File: src/rtl/tdm_rx_pkg.sv
package tdm_rx_pkg;
  localparam int CODE_W   = 5;
  localparam int TAP_W    = 6;
  localparam int BYTE_W   = 8;
  localparam int QPB_LOG  = 2;
  localparam int BIT_LOG  = 3;
  localparam int TAP_MAX  = (1 << CODE_W) + 1;

  // sampling quarter offset for phase mode select bits
  function automatic logic [1:0] phase_off(input logic [1:0] sel);
    case (sel)
      2'b00:   return 2'd2;
      2'b01:   return 2'd3;
      2'b10:   return 2'd0;
      default: return 2'd1;
    endcase
  endfunction
endpackage

File: src/rtl/tdm_delay_decode.sv
module tdm_delay_decode
  import tdm_rx_pkg::*;
(
  input  logic              mode_i,
  input  logic [CODE_W-1:0] code_i,
  output logic [TAP_W-1:0]  tap_o
);
  always_comb begin
    if (mode_i) tap_o = TAP_W'({code_i[CODE_W-1:2], phase_off(code_i[1:0])});
    else        tap_o = TAP_W'(code_i) + TAP_W'(2);
  end
endmodule

File: src/rtl/tdm_frame_ref.sv
module tdm_frame_ref
  import tdm_rx_pkg::*;
(
  input  logic             clk_i,
  input  logic             rst_ni,
  input  logic             frame_i,
  input  logic [TAP_W-1:0] tap_i,
  output logic             dstart_o
);
  logic [TAP_W-1:0] qcnt_q, tap_q, q_now, tap_eff;

  always_comb begin
    q_now    = frame_i ? '0 : qcnt_q;
    tap_eff  = frame_i ? tap_i : tap_q;
    dstart_o = (q_now == tap_eff);
  end

  // qcnt saturates above any tap, so no restart before the first frame
  always_ff @(posedge clk_i or negedge rst_ni) begin
    if (!rst_ni) begin
      qcnt_q <= '1;
      tap_q  <= TAP_W'(2);
    end else if (frame_i) begin
      qcnt_q <= TAP_W'(1);
      tap_q  <= tap_i;
    end else if (qcnt_q != '1) begin
      qcnt_q <= qcnt_q + TAP_W'(1);
    end
  end


  tap_hold_chk: assert property (@(posedge clk_i) disable iff (!rst_ni)
    !frame_i |=> $stable(tap_q));

  tap_range_chk: assert property (@(posedge clk_i) disable iff (!rst_ni)
    int'(tap_eff) <= TAP_MAX);

  one_start_chk: assert property (@(posedge clk_i) disable iff (!rst_ni)
    dstart_o |=> !dstart_o);
endmodule

File: src/rtl/tdm_byte_sampler.sv
module tdm_byte_sampler
  import tdm_rx_pkg::*;
#(
  parameter int N_CHAN = 512
) (
  input  logic                      clk_i,
  input  logic                      rst_ni,
  input  logic                      ser_i,
  input  logic                      dstart_i,
  output logic                      valid_o,
  output logic [$clog2(N_CHAN)-1:0] chan_o,
  output logic [BYTE_W-1:0]         byte_o
);
  localparam int CH_W  = $clog2(N_CHAN);
  localparam int SUB_W = QPB_LOG + BIT_LOG;
  localparam int POS_W = CH_W + SUB_W;
  localparam logic [POS_W-1:0] LAST = POS_W'(N_CHAN * (1 << SUB_W) - 1);

  logic [POS_W-1:0]  pos_q, pos_now;
  logic              run_q, active, samp;
  logic [BYTE_W-1:0] sh_q, sh_next;
  logic [CH_W-1:0]   last_chan_q;

  always_comb begin
    pos_now = dstart_i ? '0 : pos_q;
    active  = dstart_i | run_q;
    samp    = active && (pos_now[QPB_LOG-1:0] == '0);
    sh_next = {sh_q[BYTE_W-2:0], ser_i};
  end

  always_ff @(posedge clk_i or negedge rst_ni) begin
    if (!rst_ni) begin
      pos_q   <= '0;
      run_q   <= 1'b0;
      sh_q    <= '0;
      valid_o <= 1'b0;
      chan_o  <= '0;
      byte_o  <= '0;
    end else begin
      valid_o <= 1'b0;
      if (active) begin
        pos_q <= pos_now + POS_W'(1);
        run_q <= (pos_now != LAST);
      end
      if (samp) begin
        sh_q <= sh_next;
        if (pos_now[SUB_W-1:QPB_LOG] == '1) begin
          valid_o <= 1'b1;
          byte_o  <= sh_next;
          chan_o  <= pos_now[POS_W-1:SUB_W];
        end
      end
    end
  end

  always_ff @(posedge clk_i or negedge rst_ni) begin
    if (!rst_ni)      last_chan_q <= '0;
    else if (valid_o) last_chan_q <= chan_o;
  end


  valid_pulse_chk: assert property (@(posedge clk_i) disable iff (!rst_ni)
    valid_o |=> !valid_o);

  chan_order_chk: assert property (@(posedge clk_i) disable iff (!rst_ni)
    (valid_o && chan_o != '0) |-> (chan_o == last_chan_q + CH_W'(1)));

  idle_quiet_chk: assert property (@(posedge clk_i) disable iff (!rst_ni)
    (!run_q && !dstart_i) |=> !valid_o);
endmodule

File: src/rtl/tdm_bit_delay_rx.sv
module tdm_bit_delay_rx
  import tdm_rx_pkg::*;
#(
  parameter int N_CHAN = 512
) (
  input  logic                      clk_i,
  input  logic                      rst_ni,
  input  logic                      frame_i,
  input  logic                      ser_i,
  input  logic                      samp_mode_i,
  input  logic [CODE_W-1:0]         delay_i,
  output logic                      valid_o,
  output logic [$clog2(N_CHAN)-1:0] chan_o,
  output logic [BYTE_W-1:0]         byte_o
);
  logic [TAP_W-1:0] tap;
  logic             dstart;

  tdm_delay_decode u_dec (
    .mode_i (samp_mode_i),
    .code_i (delay_i),
    .tap_o  (tap)
  );

  tdm_frame_ref u_ref (
    .clk_i    (clk_i),
    .rst_ni   (rst_ni),
    .frame_i  (frame_i),
    .tap_i    (tap),
    .dstart_o (dstart)
  );

  tdm_byte_sampler #(.N_CHAN(N_CHAN)) u_smp (
    .clk_i    (clk_i),
    .rst_ni   (rst_ni),
    .ser_i    (ser_i),
    .dstart_i (dstart),
    .valid_o  (valid_o),
    .chan_o   (chan_o),
    .byte_o   (byte_o)
  );
endmodule

File: config.mk
export PLATFORM = sky130hd
export DESIGN_NAME = tdm_bit_delay_rx
export DESIGN_NICKNAME = d
export VERILOG_FILES = /design/src/rtl/tdm_rx_pkg.sv /design/src/rtl/tdm_delay_decode.sv /design/src/rtl/tdm_frame_ref.sv /design/src/rtl/tdm_byte_sampler.sv /design/src/rtl/tdm_bit_delay_rx.sv
export SDC_FILE = /design/constraint.sdc
export NUM_CORES = 1
export LEC_CHECK = 0
export BUFFER_PORTS_ARGS = -buffer_cell sky130_fd_sc_hd__clkbuf_2
export CORE_MARGIN = 4
export CORE_UTILIZATION = 58
export CTS_CLUSTER_DIAMETER = 100
export DETAILED_ROUTE_END_ITERATION = 16
export PLACE_DENSITY = 0.84
export SLEW_MARGIN = 40
export SYNTH_ARGS = -nofsm -noshare
export SYNTH_HDL_FRONTEND = slang
export SYNTH_SLANG_ARGS = --single-unit
File: constraint.sdc
create_clock -name clk_i -period 4.1 [get_ports clk_i]
set_input_delay 0.205 -clock clk_i [delete_from_list [all_inputs] [get_ports clk_i]]
set_output_delay 0.205 -clock clk_i [all_outputs]
set_load 0.005 [all_outputs]
==> impl_metrics.csv <==
group,metric,value,unit
timing,finalMaxSlewViolations,0,
logic_synthesis,synth.top_cells.by_area,"dfrtp_1 (44%), dfstp_2 (7.1%), mux2_4 (5.2%), nand3_1 (4.5%), mux2_2 (3.9%)",
timing,setup_viol_count_final,0,
timing,timing.slew.headroom,57.8,%
critical_path,end_kind,"flop",
logic_synthesis,synth_seq_cells,52,
critical_path,worstSetupPathType,"flop to flop",
power_and_ir_drop,power_leakage,0.00131,uW
logic_synthesis,yosys.area.top_type,"dfrtp_1",
logic_synthesis,async_reset_ff_share,100,%
global_route,grt_overflow,0,
timing,tightest_slew,634,ps
floorplan,rows,24,
critical_path,max_stage_delay,610,ps
place,io_buffers,27,
cells_and_area,nets,280,
global_route,grt_pass1_vias,1854,
critical_path,cp_max_fo,13,
timing,fmax,332,MHz
detailed_routing,drc_errors,0,
floorplan,core_area,4320,sq um
place,dpl-instance-area,2780,sq um
clocking,path_clk_slew,80,ps
logic_synthesis,syn_nets,251,
cells_and_area,layout-drive-gt1-share,28.8,%
floorplan,dieArea,5590,sq um
logic_synthesis,synth_ff_type,"dfrtp_1",
global_route,grt_start_max_net_pins,53,
clocking,cts_resized,0,
timing,tns,0,ps
job,cap_violations,0,
cells_and_area,utilization,66.5,%
critical_path,crit_top_cell,"buf_4",
place,place_congestion,0.827,
logic_synthesis,yosysWarnings,0,
status,status,"completed",
power_and_ir_drop,ir_worst_vdd,0.368,mV
detailed_routing,routed_via_density,5.74,
power_and_ir_drop,swShare,32.8,%
critical_path,cp_cell_sequence,"xnor2_1 > o221ai_1 > o32a_1 > nor4_4 > buf_4 > nor2b_1 > inv_1 > ha_1 > nor4b_4 > buf_4 > mux2_2",
clocking,cts_buffers,5,
logic_synthesis,syn_inst,237,
logic_synthesis,synth.most_common_cell,"dfrtp_1",
detailed_routing,drtIter0Drc,114,
detailed_routing,routed_wl,4760,um
power_and_ir_drop,seqPwrFrac,50.0,%
power_and_ir_drop,p_per_area,559,nW/um^2
cells_and_area,stdcell_area,2880,sq um
clocking,ctsRootBufferMaster,"clkbuf_8",
logic_synthesis,avgSynthCellArea,10.9,sq um
clocking,clkSinkCount,52,
floorplan,die_h,74.8,um
logic_synthesis,synth_edf_count,0,
logic_synthesis,synth_cell_types,46,
timing,fin_crit_sh,73.4,%
power_and_ir_drop,clkPwrFrac,19.2,%
critical_path,critPathRequiredTime,4290,ps
detailed_routing,dr.pass1.iters,4,
critical_path,critPathArrivalTime,3200,ps
timing,period_minus_slack,3010,ps
power_and_ir_drop,pwr-share-comb,30.8,%
clocking,cts_buffer_depth,2,
logic_synthesis,synth_commonest_cells,"dfrtp_1 (45), nand3_1 (23), nor2_1 (21)",
global_route,gr-usage-all-layers,19.4,%
detailed_routing,wire_per_inst,14.9,um
timing,rsz0062_at_grt,"false",
worst_hold_path,hp-class,"input pin to asynchronous set/reset pin",
cells_and_area,syn_to_final_growth,11.2,%
critical_path,slowest_stage,"dfstp_2",
logic_synthesis,synth_top_cell_area_share,43.6,%
detailed_routing,vias,1832,
clocking,htreeDepth,2,
clocking,cts_tree,"built",
floorplan,io_pins,28,
clocking,cts_setup_buffers,0,
critical_path,crit_path_start_kind,"flop",
place,hpwl,3400,um
detailed_routing,postRouteAntennaNets,0,
power_and_ir_drop,netSwitchingPower,527,uW
timing,hold_violations,0,
global_route,grt_first_pass_wirelength,8340,um
floorplan,die_w,74.8,um
logic_synthesis,syn_area,2580,sq um
cells_and_area,antennaDiodeCount,0,
floorplan,initial_core_util,59.8,%
timing,fin_skew,4.88,ps
clocking,ctsHoldBuffers,0,
global_route,antenna_found_initial,0,
logic_synthesis,ys_seq_area_share,50.7,%
clocking,worstSkewPairLatency,300,ps
power_and_ir_drop,intPower,1080,uW
metal layers:
| layer | wire [um] | vias to the layer above | part of all wire [%] | global-route usage (%) |
|---|---|---|---|---|
| met2 | 2280 | 29 | 48 | 31.7 |
| li1 | - | 885 | - | - |
| met3 | 159 | 8 | 3.3 | 4.41 |
| met1 | 2270 | 910 | 48 | 26.4 |
| met5 | 0 | - | 0 | 0 |
| met4 | 55 | 0 | 1.2 | 4.94 |
area by class of cell:
type	count	area [sq um]
tap	52	65.1
fill	351	1450
sequential	52	1310
multi-input combinational	167	1200
inverter	8	30.0
clock buffer	8	100
timing repair buffer	32	173
worst max-delay path: cells and delay by family, from the launching register on:
| kind | cells | cell delay [ps] |
|---|---|---|
| mux | 1 | 350 |
| fa+ha+maj | 1 | 180 |
| buf+inv | 3 | 590 |
| compound gates | 2 | 370 |
| xor+xnor | 1 | 140 |
| flops | 1 | 610 |
| simple gates | 3 | 670 |
sequential cells by signal, indices dropped and copies added, names as in the netlist:
| register | count |
|---|---|
| u_smp.byte_o | 8 |
| u_smp.valid_o | 1 |
| u_ref.qcnt_q | 6 |
| u_smp.sh_q | 7 |
| u_smp.pos_q | 14 |
| u_ref.tap_q | 6 |
| u_smp.chan_o | 9 |
| u_smp.run_q | 1 |
metrics by stage:
step / power [uW] / hold WS (ps) / worst slack [ps] / std cells
4_1_cts: 1620 / 27.5 / 1080 / 319
6_report: 1610 / 4.95 / 1090 / 319
3_5_place_dp: 1310 / 355 / 989 / 311
2_1_floorplan: 1150 / -90.6 / 1140 / 237
3_3_place_gp: 1280 / 350 / 1080 / 311
5_1_grt: 1730 / 57.4 / 892 / 319
cell families after synthesis:
family          count (synthesis)  share of synthesized area [%]
fa+ha+maj                       4                           1.94
simple gates                   93                           19.9
flops                          52                           50.7
buf+inv                        18                           3.00
xor+xnor                       18                           6.10
mux                            21                           10.3
compound gates                 31                           8.04
worst paths after layout:
path | slack (ps) | from | to | depth (start not counted)
worst max-delay path | 1090 | u_ref.qcnt_q[2]$_DFFE_PN1P_ | u_smp.chan_o[6]$_DFFE_PN0P_ | 11
worst min-delay path | 5 | rst_ni | u_smp.chan_o[2]$_DFFE_PN0P_ | 2
worst max register to register | 1090 | u_ref.qcnt_q[2]$_DFFE_PN1P_ | u_smp.chan_o[6]$_DFFE_PN0P_ | 11
worst min register to register | 510 | u_ref.tap_q[1]$_DFF_PN1_ | u_ref.tap_q[1]$_DFF_PN1_ | 2
max in group asynchronous | 3670 | rst_ni | u_ref.tap_q[0]$_DFF_PN0_ | 2
min in group clk_i | 110 | delay_i[1] | u_ref.tap_q[1]$_DFF_PN1_ | 2
cells in the final DEF (no fill, tap or decap), types with 2 or more instances in the layout:
cell	Yosys	layout
nor3_1	3	3
a21oi_1	6	6
clkbuf_2	1	27
dfstp_2	7	7
ha_1	4	4
or3b_2	7	7
a22oi_1	7	7
xor2_1	9	9
clkbuf_8	0	7
mux2_4	9	9
mux2_2	9	9
nand4_1	3	3
o21ai_0	6	6
and4_1	2	2
nand2b_1	2	2
buf_4	0	5
dfrtp_1	45	45
and2_1	2	2
inv_1	7	7
nor2_1	21	21
or2_2	3	3
nand3_1	23	23
xnor2_1	9	9
nand2_1	16	16
a21o_1	2	2
nor2b_1	4	4
mux2i_1	3	3
power groups by stage:
| stage | Combinational (uW) | Clock (uW) | Sequential [uW] |
|---|---|---|---|
| 3_5_place_dp | 498 | 0 | 808 |
| 2_1_floorplan | 385 | 0 | 763 |
| 3_3_place_gp | 477 | 0 | 805 |
| 4_1_cts | 502 | 319 | 800 |
| 5_1_grt | 557 | 346 | 823 |
| 6_report | 496 | 308 | 803 |
Note: power is estimated with default switching activity, not from simulation.
